<file path="src/rtl/clic_pkg.sv">
package clic_pkg;

  typedef enum logic [1:0] {
    TRG_LEVEL = 2'd0,
    TRG_RISE  = 2'd1,
    TRG_FALL  = 2'd2,
    TRG_FALL2 = 2'd3
  } trig_e;

  typedef enum logic [1:0] {
    GB_PEND = 2'd0,
    GB_EN   = 2'd1,
    GB_ATTR = 2'd2,
    GB_CTRL = 2'd3
  } grp_byte_e;

  // Level value: control byte with everything below the top nl bits set.
  function automatic logic [7:0] level_of(input logic [7:0] ctrl, input logic [3:0] nl);
    logic [3:0] n;
    n = (nl > 4'd8) ? 4'd8 : nl;
    return ctrl | (8'hFF >> n);
  endfunction

endpackage

</file>
<file path="src/rtl/clic_sync.sv">
module clic_sync #(
  parameter int N = 8
) (
  input  logic         clk,
  input  logic         rst_n,
  input  logic [N-1:0] d,
  output logic [N-1:0] q
);
  logic [N-1:0] stage1;

  always_ff @(posedge clk or negedge rst_n) begin
    if (!rst_n) begin
      stage1 <= '0;
      q      <= '0;
    end else begin
      stage1 <= d;
      q      <= stage1;
    end
  end
endmodule

</file>
<file path="src/rtl/clic_source.sv">
module clic_source
  import clic_pkg::*;
#(
  parameter int CTL_BITS = 4,
  localparam logic [7:0] LOW_ONES = 8'hFF >> CTL_BITS
) (
  input  logic       clk,
  input  logic       rst_n,
  input  logic       sync_in,
  input  logic       wr_en,
  input  grp_byte_e  wr_byte,
  input  logic [7:0] wr_data,
  input  logic       ack_hit,
  output logic       pend,
  output logic       enable,
  output logic       shv,
  output trig_e      trig,
  output logic [7:0] ctrl
);
  logic       prev_q;
  logic       edge_seen;
  logic [7:0] ctrl_q;

  always_comb begin
    unique case (trig)
      TRG_LEVEL: edge_seen = 1'b0;
      TRG_RISE:  edge_seen = sync_in & ~prev_q;
      default:   edge_seen = ~sync_in & prev_q;
    endcase
  end

  always_ff @(posedge clk or negedge rst_n) begin
    if (!rst_n) begin
      prev_q <= 1'b0;
      pend   <= 1'b0;
      enable <= 1'b0;
      shv    <= 1'b0;
      trig   <= TRG_LEVEL;
      ctrl_q <= 8'h00;
    end else begin
      prev_q <= sync_in;
      if (trig == TRG_LEVEL)                pend <= sync_in;
      else if (edge_seen)                   pend <= 1'b1;
      else if (wr_en && wr_byte == GB_PEND) pend <= wr_data[0];
      else if (ack_hit)                     pend <= 1'b0;
      if (wr_en && wr_byte == GB_EN) enable <= wr_data[0];
      if (wr_en && wr_byte == GB_ATTR) begin
        shv  <= wr_data[0];
        trig <= trig_e'(wr_data[2:1]);
      end
      if (wr_en && wr_byte == GB_CTRL) ctrl_q <= wr_data & ~LOW_ONES;
    end
  end

  assign ctrl = ctrl_q | LOW_ONES;
endmodule

</file>
<file path="src/rtl/clic_select.sv">
module clic_select #(
  parameter int N    = 8,
  parameter int ID_W = 3
) (
  input  logic [N-1:0]      cand,
  input  logic [N-1:0][7:0] key,
  output logic              found,
  output logic [ID_W-1:0]   win_id,
  output logic [7:0]        win_key
);
  // Strictly-greater replacement while scanning upward keeps the lowest ID on ties.
  always_comb begin
    found   = 1'b0;
    win_id  = '0;
    win_key = 8'h00;
    for (int i = 0; i < N; i++) begin
      if (cand[i] && (!found || key[i] > win_key)) begin
        found   = 1'b1;
        win_id  = ID_W'(i);
        win_key = key[i];
      end
    end
  end
endmodule

</file>
<file path="src/rtl/clic_arbiter.sv">
module clic_arbiter
  import clic_pkg::*;
#(
  parameter int         NSRC     = 8,
  parameter int         CTL_BITS = 4,
  parameter logic [7:0] VERSION  = 8'h01,
  parameter int         ADDR_W   = 12,
  parameter int         SRC_BASE = 256,
  localparam int        ID_W     = (NSRC > 1) ? $clog2(NSRC) : 1
) (
  input  logic              clk,
  input  logic              rst_n,
  input  logic [NSRC-1:0]   irq_in,
  input  logic              reg_we,
  input  logic [ADDR_W-1:0] reg_addr,
  input  logic [7:0]        reg_wdata,
  output logic [7:0]        reg_rdata,
  output logic              irq_valid,
  output logic [ID_W-1:0]   irq_id,
  output logic [7:0]        irq_level,
  output logic              irq_shv,
  input  logic              irq_ack,
  input  logic [ID_W-1:0]   ack_id
);
  localparam logic [ADDR_W-1:0] BASE_A    = ADDR_W'(SRC_BASE);
  localparam logic [ADDR_W-1:0] CFG_A     = ADDR_W'(0);
  localparam logic [ADDR_W-1:0] THR_A     = ADDR_W'(8);
  localparam logic [ADDR_W-3:0] INFO_W    = (ADDR_W-2)'(1);
  localparam logic [31:0]       INFO_WORD = {7'd0, 4'(CTL_BITS), VERSION, 13'(NSRC)};

  logic [NSRC-1:0]      sync_v;
  logic [NSRC-1:0]      pend_v;
  logic [NSRC-1:0]      en_v;
  logic [NSRC-1:0]      shv_v;
  logic [NSRC-1:0][1:0] trig_a;
  logic [NSRC-1:0][7:0] ctrl_a;
  logic [NSRC-1:0]      cand_v;

  logic [ADDR_W-1:0] src_off;
  logic [ADDR_W-3:0] src_idx;
  logic              src_hit;
  logic [ID_W-1:0]   sel;
  grp_byte_e         grp;

  logic [3:0] nl_q;
  logic [7:0] thr_q;

  logic            found;
  logic [ID_W-1:0] win_id;
  logic [7:0]      win_key;

  // address decode
  assign src_off = reg_addr - BASE_A;
  assign src_idx = src_off[ADDR_W-1:2];
  assign src_hit = (reg_addr >= BASE_A) && ({2'b00, src_idx} < ADDR_W'(NSRC));
  assign sel     = src_idx[ID_W-1:0];
  assign grp     = grp_byte_e'(src_off[1:0]);

  clic_sync #(.N(NSRC)) u_sync (
    .clk  (clk),
    .rst_n(rst_n),
    .d    (irq_in),
    .q    (sync_v)
  );

  for (genvar g = 0; g < NSRC; g++) begin : g_src
    clic_source #(.CTL_BITS(CTL_BITS)) u_src (
      .clk    (clk),
      .rst_n  (rst_n),
      .sync_in(sync_v[g]),
      .wr_en  (reg_we && src_hit && (src_idx == (ADDR_W-2)'(g))),
      .wr_byte(grp),
      .wr_data(reg_wdata),
      .ack_hit(irq_ack && (ack_id == ID_W'(g))),
      .pend   (pend_v[g]),
      .enable (en_v[g]),
      .shv    (shv_v[g]),
      .trig   (trig_a[g]),
      .ctrl   (ctrl_a[g])
    );
  end

  // global registers
  always_ff @(posedge clk or negedge rst_n) begin
    if (!rst_n) begin
      nl_q  <= 4'd0;
      thr_q <= 8'd0;
    end else if (reg_we) begin
      if (reg_addr == CFG_A) nl_q  <= reg_wdata[4:1];
      if (reg_addr == THR_A) thr_q <= reg_wdata;
    end
  end

  // read mux
  always_comb begin
    reg_rdata = 8'h00;
    if (src_hit) begin
      unique case (grp)
        GB_PEND: reg_rdata = {7'd0, pend_v[sel]};
        GB_EN:   reg_rdata = {7'd0, en_v[sel]};
        GB_ATTR: reg_rdata = {5'd0, trig_a[sel], shv_v[sel]};
        default: reg_rdata = ctrl_a[sel];
      endcase
    end else if (reg_addr == CFG_A) begin
      reg_rdata = {3'd0, nl_q, 1'b0};
    end else if (reg_addr == THR_A) begin
      reg_rdata = thr_q;
    end else if (reg_addr[ADDR_W-1:2] == INFO_W) begin
      unique case (reg_addr[1:0])
        2'd0:    reg_rdata = INFO_WORD[7:0];
        2'd1:    reg_rdata = INFO_WORD[15:8];
        2'd2:    reg_rdata = INFO_WORD[23:16];
        default: reg_rdata = INFO_WORD[31:24];
      endcase
    end
  end

  // arbitration
  assign cand_v = pend_v & en_v;

  clic_select #(.N(NSRC), .ID_W(ID_W)) u_sel (
    .cand   (cand_v),
    .key    (ctrl_a),
    .found  (found),
    .win_id (win_id),
    .win_key(win_key)
  );

  assign irq_level = level_of(win_key, nl_q);
  assign irq_valid = found && (irq_level > thr_q);
  assign irq_id    = win_id;
  assign irq_shv   = shv_v[win_id];
endmodule

</file>
<file path="config.mk">
export PLATFORM = sky130hd
export DESIGN_NAME = clic_arbiter
export DESIGN_NICKNAME = d
export VERILOG_FILES = /design/src/rtl/clic_pkg.sv /design/src/rtl/clic_sync.sv /design/src/rtl/clic_source.sv /design/src/rtl/clic_select.sv /design/src/rtl/clic_arbiter.sv
export SDC_FILE = /design/constraint.sdc
export NUM_CORES = 1
export LEC_CHECK = 0
export BUFFER_PORTS_ARGS = -buffer_cell sky130_fd_sc_hd__buf_4
export CORE_MARGIN = 8
export CORE_UTILIZATION = 45
export CTS_CLUSTER_SIZE = 8
export DETAILED_ROUTE_END_ITERATION = 8
export MAX_ROUTING_LAYER = met4
export PLACE_DENSITY = 0.73
export SETUP_SLACK_MARGIN = 0.4
export SYNTH_ARGS = -nofsm -noshare
export SYNTH_HDL_FRONTEND = slang
export SYNTH_SLANG_ARGS = --single-unit
</file>
<file path="constraint.sdc">
create_clock -name clk -period 24.3 [get_ports clk]
set_clock_uncertainty 0.1 [all_clocks]
set_input_delay 2.43 -clock clk [delete_from_list [all_inputs] [get_ports clk]]
set_output_delay 2.43 -clock clk [all_outputs]
set_load 0.03 [all_outputs]
</file>
==> run_results.csv <==
group,metric,value,unit
final_layout,area_growth,12.91,%
final_layout,postLayoutCellArea,7527,sq um
worst_setup_path,startpoint,"g_src[0].u_src.pend",
worst_setup_path,start_kind,"register",
clocking,holdBufCountCts,0,
synthesis,synth_top_area_frac,0.4054,
sta,hold_violations,0,
die,io_pins,56,
global_routing,grt_pass1_wl,29390,um
clocking,htree_levels,3,
clocking,cts.clk_slew.worst_paths,80,ps
clocking,cts_sinks,108,
sta,max_freq,64.83,MHz
final_layout,nets,761,
drt,postRouteAntennaNets,0,
drt,remaining_drc_errors,0,
final_layout,multiInputGateArea,3722,sq um
worst_hold_path,hold_path_class,"reg2reg",
drt,num_vias,5464,
worst_setup_path,required,21770,ps
global_routing,grt_pass1_vias,5474,
synthesis,syn_area,6666,sq um
final_layout,final_cells,880,
die,coreArea,14480,sq um
synthesis,synth-edff-count,0,
worst_setup_path,cp-end-kind,"output port",
global_routing,antenna_found_initial,0,
synthesis,synth_flop_cell,"dfrtp_1",
drt,wire_per_inst,20.68,um
sta,finalSetupTns,0,ps
die,die_area,18970,sq um
synthesis,avgSynthCellArea,10.30,sq um
die,die_y,137.7,um
power_and_ir_drop,cellPowerDensity,48.56,nW/um^2
clocking,post_cts_buffers,0,
synthesis,synthCells,647,
synthesis,synth_seq_area_share,0.4054,
synthesis,ys_top_cells_by_count,"108 x dfrtp_1, 69 x mux2_2, 63 x nand2_1, 53 x nor2_1, 41 x o21ai_0",
sta,max-slew-margin-rel,0.4431,
drt,drt_iter0_markers,491,
sta,maxSlewViolCount,0,
worst_setup_path,crit_type,"reg2out",
sta,setup_viol_count_final,0,
die,rows,44,
clocking,postCtsResizedCells,0,
worst_setup_path,cp_data_arrival_time,12900,ps
final_layout,drive_gt1_frac,0.2443,
worst_setup_path,cpMaxStageDelayCell,"nor2_1",
die,die_w,137.7,um
worst_hold_path,hp-start,"u_sync.stage1[1]",
synthesis,async_flop_share,1.000,
synthesis,yosysMostFrequentCell,"dfrtp_1",
place,dp.cells,864,
drt,via_per_inst,6.209,
clocking,clock-root-buffer,"clkbuf_16",
drt,drt_wl_total,18200,um
clocking,clk_path_buf_depth,2,
global_routing,grt_start_max_net_pins,62,
drt,drt_pass1_iterations,5,
synthesis,ys_ff_latch,108,
place,dp_hpwl,13660,um
sta,rsz0062_at_grt,"no",
final_layout,fillerInstances,1284,
place,portBuffers,55,
sta,worst_pin_slew,832.3,ps
synthesis,yosysWarnings,0,
job,drv_cap,0,
sta,post-route-period-util,0.6348,
clocking,cts_tree,"yes",
worst_setup_path,cp_top_family,"compound AO/OA/AOI/OAI gates",
synthesis,yosysTopAreaCell,"dfrtp_1",
outcome,run_status,"complete, no violations",
synthesis,syn_nets,717,
clocking,cts_made_buffers,9,
place,routabilityCongestion,0.9119,
sta,min_period,15430,ps
final_layout,seq_area,2703,sq um
worst_setup_path,reg2reg_from,"g_src[0].u_src.trig[0]",
synthesis,synth.distinct_cells,63,
synthesis,netlist_top_cells_area,"dfrtp_1 41%, mux2_2 12%, ha_1 6.6%",
worst_setup_path,cp_max_fo,15,
global_routing,grt_usage,0.2050,
die,initial_core_util,0.4604,
worst_setup_path,path_buf_inv,5,
clocking,clkLatencyLatePin,360,ps
worst_setup_path,crit_top_cell,"ha_1",
worst_setup_path,max_stage_delay,650,ps
power_and_ir_drop,irDropWorstVdd,35.12,uV
place,postPlaceCellArea,7214,sq um
power_and_ir_drop,p_leak,0.003452,uW
sta,fin_ws,8874,ps
global_routing,overflow,0,
place,place_ws,9607,ps
final_layout,antennaDiodeCount,0,
registers in the layout, indices dropped and copies added (netlist names):
name	cells
g_src.u_src.pend	8
thr_q	8
g_src.u_src.enable	8
nl_q	4
g_src.u_src.prev_q	8
u_sync.stage1	8
g_src.u_src.shv	8
u_sync.q	8
g_src.u_src.ctrl_q	32
g_src.u_src.trig	16
through the flow:
stage	utilization	hold WS, ps	power [uW]
2_1_floorplan	-	231.2	202.0
3_3_place_gp	0.4983	232.6	215.6
3_5_place_dp	0.4983	236.5	216.3
4_1_cts	0.5199	258.4	367.9
5_1_grt	0.5199	262.4	378.8
6_report	0.5199	256.0	365.5
worst register-to-register path: stages, from the launching register on:
cell and delay (ps):
dfrtp_1 410, a21boi_0 250, o22ai_1 150, o32ai_1 150, o31ai_1 120
cell type report:
type,instances,area share
multi-input combinational,479,0.4945
tap,184,0.03059
clock inverter,7,0.01164
inverter,37,0.01845
sequential,108,0.3590
timing repair buffer,56,0.05585
clock buffer,9,0.02992
kinds of logic (layout without fill, tap and decap cells):
group,Yosys count,count (layout),synth area share
and+or+nand+nor,182,182,0.1265
AOI/OAI and AO/OA,158,158,0.1618
DFF,108,108,0.4054
muxes,104,104,0.2044
buffers and inverters,60,109,0.03622
adders and majority gates,35,35,0.06569
worst paths after layout:
check                                           endpoint  slack [ps]  cells past startpoint
worst max-delay path                           irq_valid        8870                     55
worst min-delay path                         u_sync.q[1]         260                      0
worst max register to register       g_src[0].u_src.pend       22980                      4
worst min register to register               u_sync.q[1]         260                      0
max in group asynchronous       g_src[5].u_src.ctrl_q[4]       20910                      2
min in group asynchronous               u_sync.stage1[0]        1960                      1
power breakdown:
part / internal (uW) / switching, uW
Sequential: 183 / 3.37
Clock: 74.7 / 78.0
Combinational: 10.2 / 16.4
Total: 268 / 97.8
cells in the final DEF (no fill, tap or decap), drive strengths merged, types with 3 or more instances in the layout:
| cell | count |
|---|---|
| a211o | 3 |
| a211oi | 15 |
| a21boi | 5 |
| a21o | 8 |
| a21oi | 23 |
| a22oi | 6 |
| a311oi | 3 |
| and3 | 7 |
| buf | 56 |
| clkbuf | 9 |
| dfrtp | 108 |
| ha | 35 |
| inv | 41 |
| mux2 | 71 |
| mux2i | 15 |
| mux4 | 18 |
| nand2 | 63 |
| nand2b | 12 |
| nand3 | 8 |
| nand4 | 6 |
| nor2 | 53 |
| nor2b | 13 |
| nor3 | 5 |
| o211ai | 3 |
| o21ai | 45 |
| o21bai | 4 |
| o22ai | 7 |
| o31ai | 10 |
| o32ai | 6 |
| or2 | 3 |
layer usage:
| layer | track usage | up-vias | routed length [um] |
|---|---|---|---|
| met5 | - | - | 0 |
| met4 | 0.06567 | 0 | 358 |
| met3 | 0.03683 | 38 | 1218 |
| li1 | - | 2474 | - |
| met2 | 0.3205 | 254 | 8621 |
| met1 | 0.2656 | 2698 | 8003 |
No activity file was read; power rests on OpenSTA's default activity.
